==> src/rtl/dbl_shift_flags.sv <==
module dbl_shift_flags (
  input  logic [31:0] dst_i,
  input  logic [31:0] src_i,
  input  logic [7:0]  cnt_i,
  input  logic        dir_right_i,
  input  logic        wide_i,
  input  logic        cf_i,
  input  logic        of_i,
  input  logic        af_i,
  input  logic        zf_i,
  input  logic        sf_i,
  input  logic        pf_i,
  output logic [31:0] res_o,
  output logic        cf_o,
  output logic        of_o,
  output logic        af_o,
  output logic        zf_o,
  output logic        sf_o,
  output logic        pf_o,
  output logic        wr_en_o
);

  logic [4:0]  m;
  logic [5:0]  ms;
  logic [31:0] cat_l16, cat_r16, rot_l16, rot_r16;
  logic [63:0] cat_l32, cat_r32;
  logic [31:0] res_l32, res_r32;
  logic [31:0] shifted;
  logic        carry, msb;
  logic        unused_bits;

  assign m  = cnt_i[4:0];
  assign ms = {1'b0, m};

  assign cat_l32 = {dst_i, src_i};
  assign cat_r32 = {src_i, dst_i};
  assign cat_l16 = {dst_i[15:0], src_i[15:0]};
  assign cat_r16 = {src_i[15:0], dst_i[15:0]};

  assign res_l32 = (dst_i << ms) | (src_i >> (6'd32 - ms));
  assign res_r32 = (dst_i >> ms) | (src_i << (6'd32 - ms));
  assign rot_l16 = (cat_l16 << ms) | (cat_l16 >> (6'd32 - ms));
  assign rot_r16 = (cat_r16 >> ms) | (cat_r16 << (6'd32 - ms));

  assign unused_bits = ^{rot_l16[15:0], rot_r16[31:16]};

  always_comb begin
    case ({wide_i, dir_right_i})
      2'b00: begin
        shifted = {16'h0, rot_l16[31:16]};
        carry   = cat_l16[5'(5'd0 - m)];
      end
      2'b01: begin
        shifted = {16'h0, rot_r16[15:0]};
        carry   = cat_r16[5'(m - 5'd1)];
      end
      2'b10: begin
        shifted = res_l32;
        carry   = cat_l32[6'(6'd0 - ms)];
      end
      default: begin
        shifted = res_r32;
        carry   = cat_r32[6'(ms - 6'd1)];
      end
    endcase
  end

  assign msb = wide_i ? shifted[31] : shifted[15];

  always_comb begin
    if (m == 5'd0) begin
      wr_en_o = 1'b0;
      res_o   = wide_i ? dst_i : {16'h0, dst_i[15:0]};
      cf_o    = cf_i;
      of_o    = of_i;
      af_o    = af_i;
      zf_o    = zf_i;
      sf_o    = sf_i;
      pf_o    = pf_i;
    end else begin
      wr_en_o = 1'b1;
      res_o   = shifted;
      cf_o    = carry;
      of_o    = (m == 5'd1) ? ((wide_i ? dst_i[31] : dst_i[15]) ^ msb) : of_i;
      af_o    = 1'b0;
      zf_o    = (shifted == 32'h0);
      sf_o    = msb;
      pf_o    = ~^shifted[7:0];
    end
  end

endmodule

==> config.mk <==
export PLATFORM = sky130hd
export DESIGN_NAME = dbl_shift_flags
export DESIGN_NICKNAME = d
export VERILOG_FILES = /design/src/rtl/dbl_shift_flags.sv
export SDC_FILE = /design/constraint.sdc
export NUM_CORES = 1
export LEC_CHECK = 0
export BUFFER_PORTS_ARGS = -buffer_cell sky130_fd_sc_hd__buf_4
export CORE_MARGIN = 1.5
export CORE_UTILIZATION = 65
export DETAILED_ROUTE_END_ITERATION = 8
export PLACE_DENSITY = 0.94
export SLEW_MARGIN = 40
export SYNTH_ARGS = -nofsm -noshare
export SYNTH_HDL_FRONTEND = slang
export SYNTH_SLANG_ARGS = --single-unit
==> constraint.sdc <==
create_clock -name vclk -period 11.95
set_clock_uncertainty 0.1 [all_clocks]
set_input_delay 1.7925 -clock vclk [all_inputs]
set_output_delay 1.7925 -clock vclk [all_outputs]
set_load 0.05 [all_outputs]
==> out/results.ini, run 1 <==
[run_status]
status=aborted with a tool error
stop_stage=5_1_grt
first-error=[ERROR GRT-0116] Global routing finished with congestion. Check the congestion regions in the DRC Viewer.

[cts]
cts_setup_buffers=0
ctsResizeCount=0
hold_buffers=0

[die]
ios=119
die_w_um=147
start_util=0.664
placement_rows=52
fp.dieH_um=147

[grt]
grtUsageTotal=0.680
grt_max_degree=90
globalRoute.totalOverflow=3
grt_pass1_vias=18500
grt_first_pass_wirelength_um=111000

[synthesis]
synth.net_count=1876
synth_cells=1789
synth_cell_types=90
ys.warnings.count=0
synth_seq_area_share=0
avgSynthCellArea_sq_um=7.52
syn-cell-area_sq_um=13400

[placement]
port_buffers=116
routabilityCongestion=1.51
hpwlAfterDp_um=47400

## cells in the mapped netlist (all sizes together), types with 6 or more instances
| cell | n | share of area |
|---|---|---|
| a2111oi | 9 | 0.0073 |
| a211o | 7 | 0.0046 |
| a211oi | 37 | 0.021 |
| a21oi | 101 | 0.038 |
| a221o | 6 | 0.0045 |
| a221oi | 19 | 0.012 |
| a22oi | 15 | 0.0084 |
| a311oi | 7 | 0.0046 |
| a31o | 7 | 0.0046 |
| a31oi | 26 | 0.012 |
| a32o | 6 | 0.0045 |
| a32oi | 11 | 0.0072 |
| and2 | 16 | 0.0076 |
| and3 | 19 | 0.0088 |
| buf | 118 | 0.057 |
| clkbuf | 116 | 0.032 |
| ha | 7 | 0.0065 |
| inv | 14 | 0.0039 |
| mux2 | 102 | 0.086 |
| mux2i | 169 | 0.13 |
| mux4 | 123 | 0.21 |
| nand2 | 236 | 0.066 |
| nand2b | 17 | 0.0079 |
| nand3 | 51 | 0.019 |
| nand4 | 12 | 0.0056 |
| nor2 | 152 | 0.043 |
| nor2b | 14 | 0.0065 |
| nor3 | 27 | 0.010 |
| nor4 | 7 | 0.0037 |
| o2111ai | 8 | 0.0052 |
| o211ai | 24 | 0.013 |
| o21ai | 129 | 0.048 |
| o221ai | 19 | 0.012 |
| o22ai | 33 | 0.015 |
| o2bb2ai | 8 | 0.0052 |
| o311ai | 11 | 0.0072 |
| o31ai | 12 | 0.0071 |
| o32ai | 7 | 0.0046 |
| or2 | 6 | 0.0028 |
| or3 | 10 | 0.0047 |
## through the flow
step,utilization,instances,setup WS [ns],cell area (sq um)
floorplan,-,1789,2.14,13400
global placement,0.682,1979,2.46,13800
detailed placement,0.684,1981,2.32,13800
CTS,0.684,1981,2.31,13800
## cells by family after synthesis
logic type	count (synthesis)	share of synthesized area
multiplexers	394	0.419
AND/OR/NAND/NOR	578	0.193
XOR/XNOR	8	0.00577
buffers and inverters	249	0.0939
AO/OA/AOI/OAI	553	0.282
adder cells (fa/ha/maj)	7	0.00651
## layer usage
metal  global-route usage  GRT overflow
met1                0.699             0
met4                0.583             1
met5                0.377             0
met3                0.601             0
met2                0.794             2
==> inputs of run 2 (changes only) <==
--- a/config.mk
+++ b/config.mk
@@ -7,9 +7,9 @@
 export LEC_CHECK = 0
 export BUFFER_PORTS_ARGS = -buffer_cell sky130_fd_sc_hd__buf_4
 export CORE_MARGIN = 1.5
-export CORE_UTILIZATION = 65
+export CORE_UTILIZATION = 40
 export DETAILED_ROUTE_END_ITERATION = 8
-export PLACE_DENSITY = 0.94
+export PLACE_DENSITY_LB_ADDON = 0.15
 export SLEW_MARGIN = 40
 export SYNTH_ARGS = -nofsm -noshare
 export SYNTH_HDL_FRONTEND = slang
==> out/results.ini, run 2 <==
[run_status]
status=completed  ; was aborted with a tool error

[sta]
setup_viol_count_final=0
finalCritPeriodShare=0.890
relSlewSlack=0.347
finalWorstSetupSlack_ns=1.32
fin_crit_ns=10.63
slew_violations=0
worst_pin_slew_ns=0.980
rsz0062_at_grt=false
finalSetupTns_ns=0
fmax_mhz=94.0
hold_violations=0

[route]
viasPerCell=7.87
route.detailed.drc=0
dr.pass1.iters=8
antenna_left=0
drtIter0Drc=3096
wl_per_cell_um=40.5
drt_wl_total_um=88300
vias=17200

[synthesis]
synth_seq_area_share=0  ; unchanged
yosys-top-cells-count=nand2_1 (235), mux2i_1 (169), nor2_1 (150)  ; unchanged
synth_top_area_frac=0.196  ; unchanged
ys.warnings.count=0  ; unchanged
synthTopCellsByArea=mux4_2 (20%), mux2i_1 (13%), mux2_2 (8.1%)  ; unchanged
synth.most_common_cell=nand2_1  ; unchanged
syn-cell-area_sq_um=13400  ; unchanged
netlist.top_cell.by_area=mux4_2  ; unchanged
avgSynthCellArea_sq_um=7.52  ; unchanged
synth_cells=1789  ; unchanged
synth.net_count=1876  ; unchanged
synth_cell_types=90  ; unchanged

[critical_path]
crit_type=in -> out
crit_path_frequent_cell=a21oi_1
critPathLaunchType=input pin
cp_max_fo=104
endpoint_kind=output pin
arrival_ns=8.74
required_ns=10.06
cp_slowest_cell=ha_4
crit_chain=buf_8 -> inv_4 -> ha_4 -> buf_12 -> mux2i_1 -> nand2_1 -> a31oi_1 -> a21oi_1 -> a21oi_1 -> a2bb2oi_1 -> a21oi_1 -> o21ai_0 -> ha_1 -> nand4_1 -> nor3b_1 -> nand4_1 -> or4_1 -> o31ai_1 -> buf_4
slowest_delay_ns=0.76

[die]
placement_rows=66  ; was 52
fp.dieArea_sq_um=34700
core_area_sq_um=32800
start_util=0.410  ; was 0.664
die_w_um=186  ; was 147 um
fp.dieH_um=186  ; was 147 um
ios=119  ; unchanged

[cells_and_area]
final_cell_mix=nand2_1 (235), buf_4 (175), mux2i_1 (168)
drive_gt1_frac=0.252
clock_buffers=0
seq_area_sq_um=0
stdcell_count=2183
final_nets=1825
seq_cells=0
fill_cells=3477
syn2layout_area_growth_pct=6.41
layout_commonest_cell=nand2_1

[placement]
routabilityCongestion=1.12  ; was 1.51
place_ws_ns=1.64  ; was 2.32 ns
placedCellCount=2178  ; was 1981
port_buffers=116  ; unchanged
hpwlAfterDp_um=64100  ; was 47400 um

[run]
maxCapViolCount=0

[cts]
ctsResizeCount=0  ; unchanged
hold_buffers=0  ; unchanged
cts_setup_buffers=0  ; unchanged

[worst_hold_path]
min_path_type=in -> out

[grt]
grt_first_pass_wirelength_um=123000
grt_max_degree=138
grt_pass1_vias=15700
antenna_found_initial=6
grtUsageTotal=0.488
globalRoute.totalOverflow=0

-- run 2: cell counts after synthesis --
Identical to the previous run, type by type.
-- run 2: through the flow --
step / hold slack (ns) / cell area, sq um / util
floorplan: 3.78 / 13400 / -
global placement: 3.85 / 14200 / 0.434
detailed placement: 3.85 / 14300 / 0.436
CTS: 3.85 / 14300 / 0.436
global route: 3.87 / 14300 / 0.436
finish: 3.85 / 14300 / 0.436
-- run 2: metal layers --
layer  vias to the layer above  share of wire  track usage
li1                       6885              -            -
met4                         6          0.072        0.260
met1                      8372           0.38        0.645
met3                       328           0.15        0.173
met5                         -        0.00053            0
met2                      1598           0.40        0.691
-- run 2: cell families after synthesis --
family	count (synthesis)	synth area share
AO/OA/AOI/OAI	553	0.282
XOR/XNOR	8	0.00577
adder cells (fa/ha/maj)	7	0.00651
buffers and inverters	249	0.0939
multiplexers	394	0.419
AND/OR/NAND/NOR	578	0.193
-- run 2: worst paths after layout --
path                     start    to  slack (ns)  depth (start not counted)
worst max-delay path  cnt_i[0]  zf_o        1.32                         19
worst min-delay path      af_i  af_o        3.85                          3
-- run 2: worst max-delay path: cells and delay by family --
family                   cells  cell delay [ns]
AND/OR/NAND/NOR              5             1.57
buffers and inverters        4             1.69
adder cells (fa/ha/maj)      2             1.01
AO/OA/AOI/OAI                7             2.29
multiplexers                 1             0.30
-- run 2: layout make-up --
cell class / count / area (sq um) / area share
antenna: 5 / 12.5 / 0.000875
inverter: 15 / 58.8 / 0.00411
multi-input combinational: 1540 / 12300 / 0.857
tap: 442 / 553 / 0.0387
timing repair buffer: 181 / 1430 / 0.0998
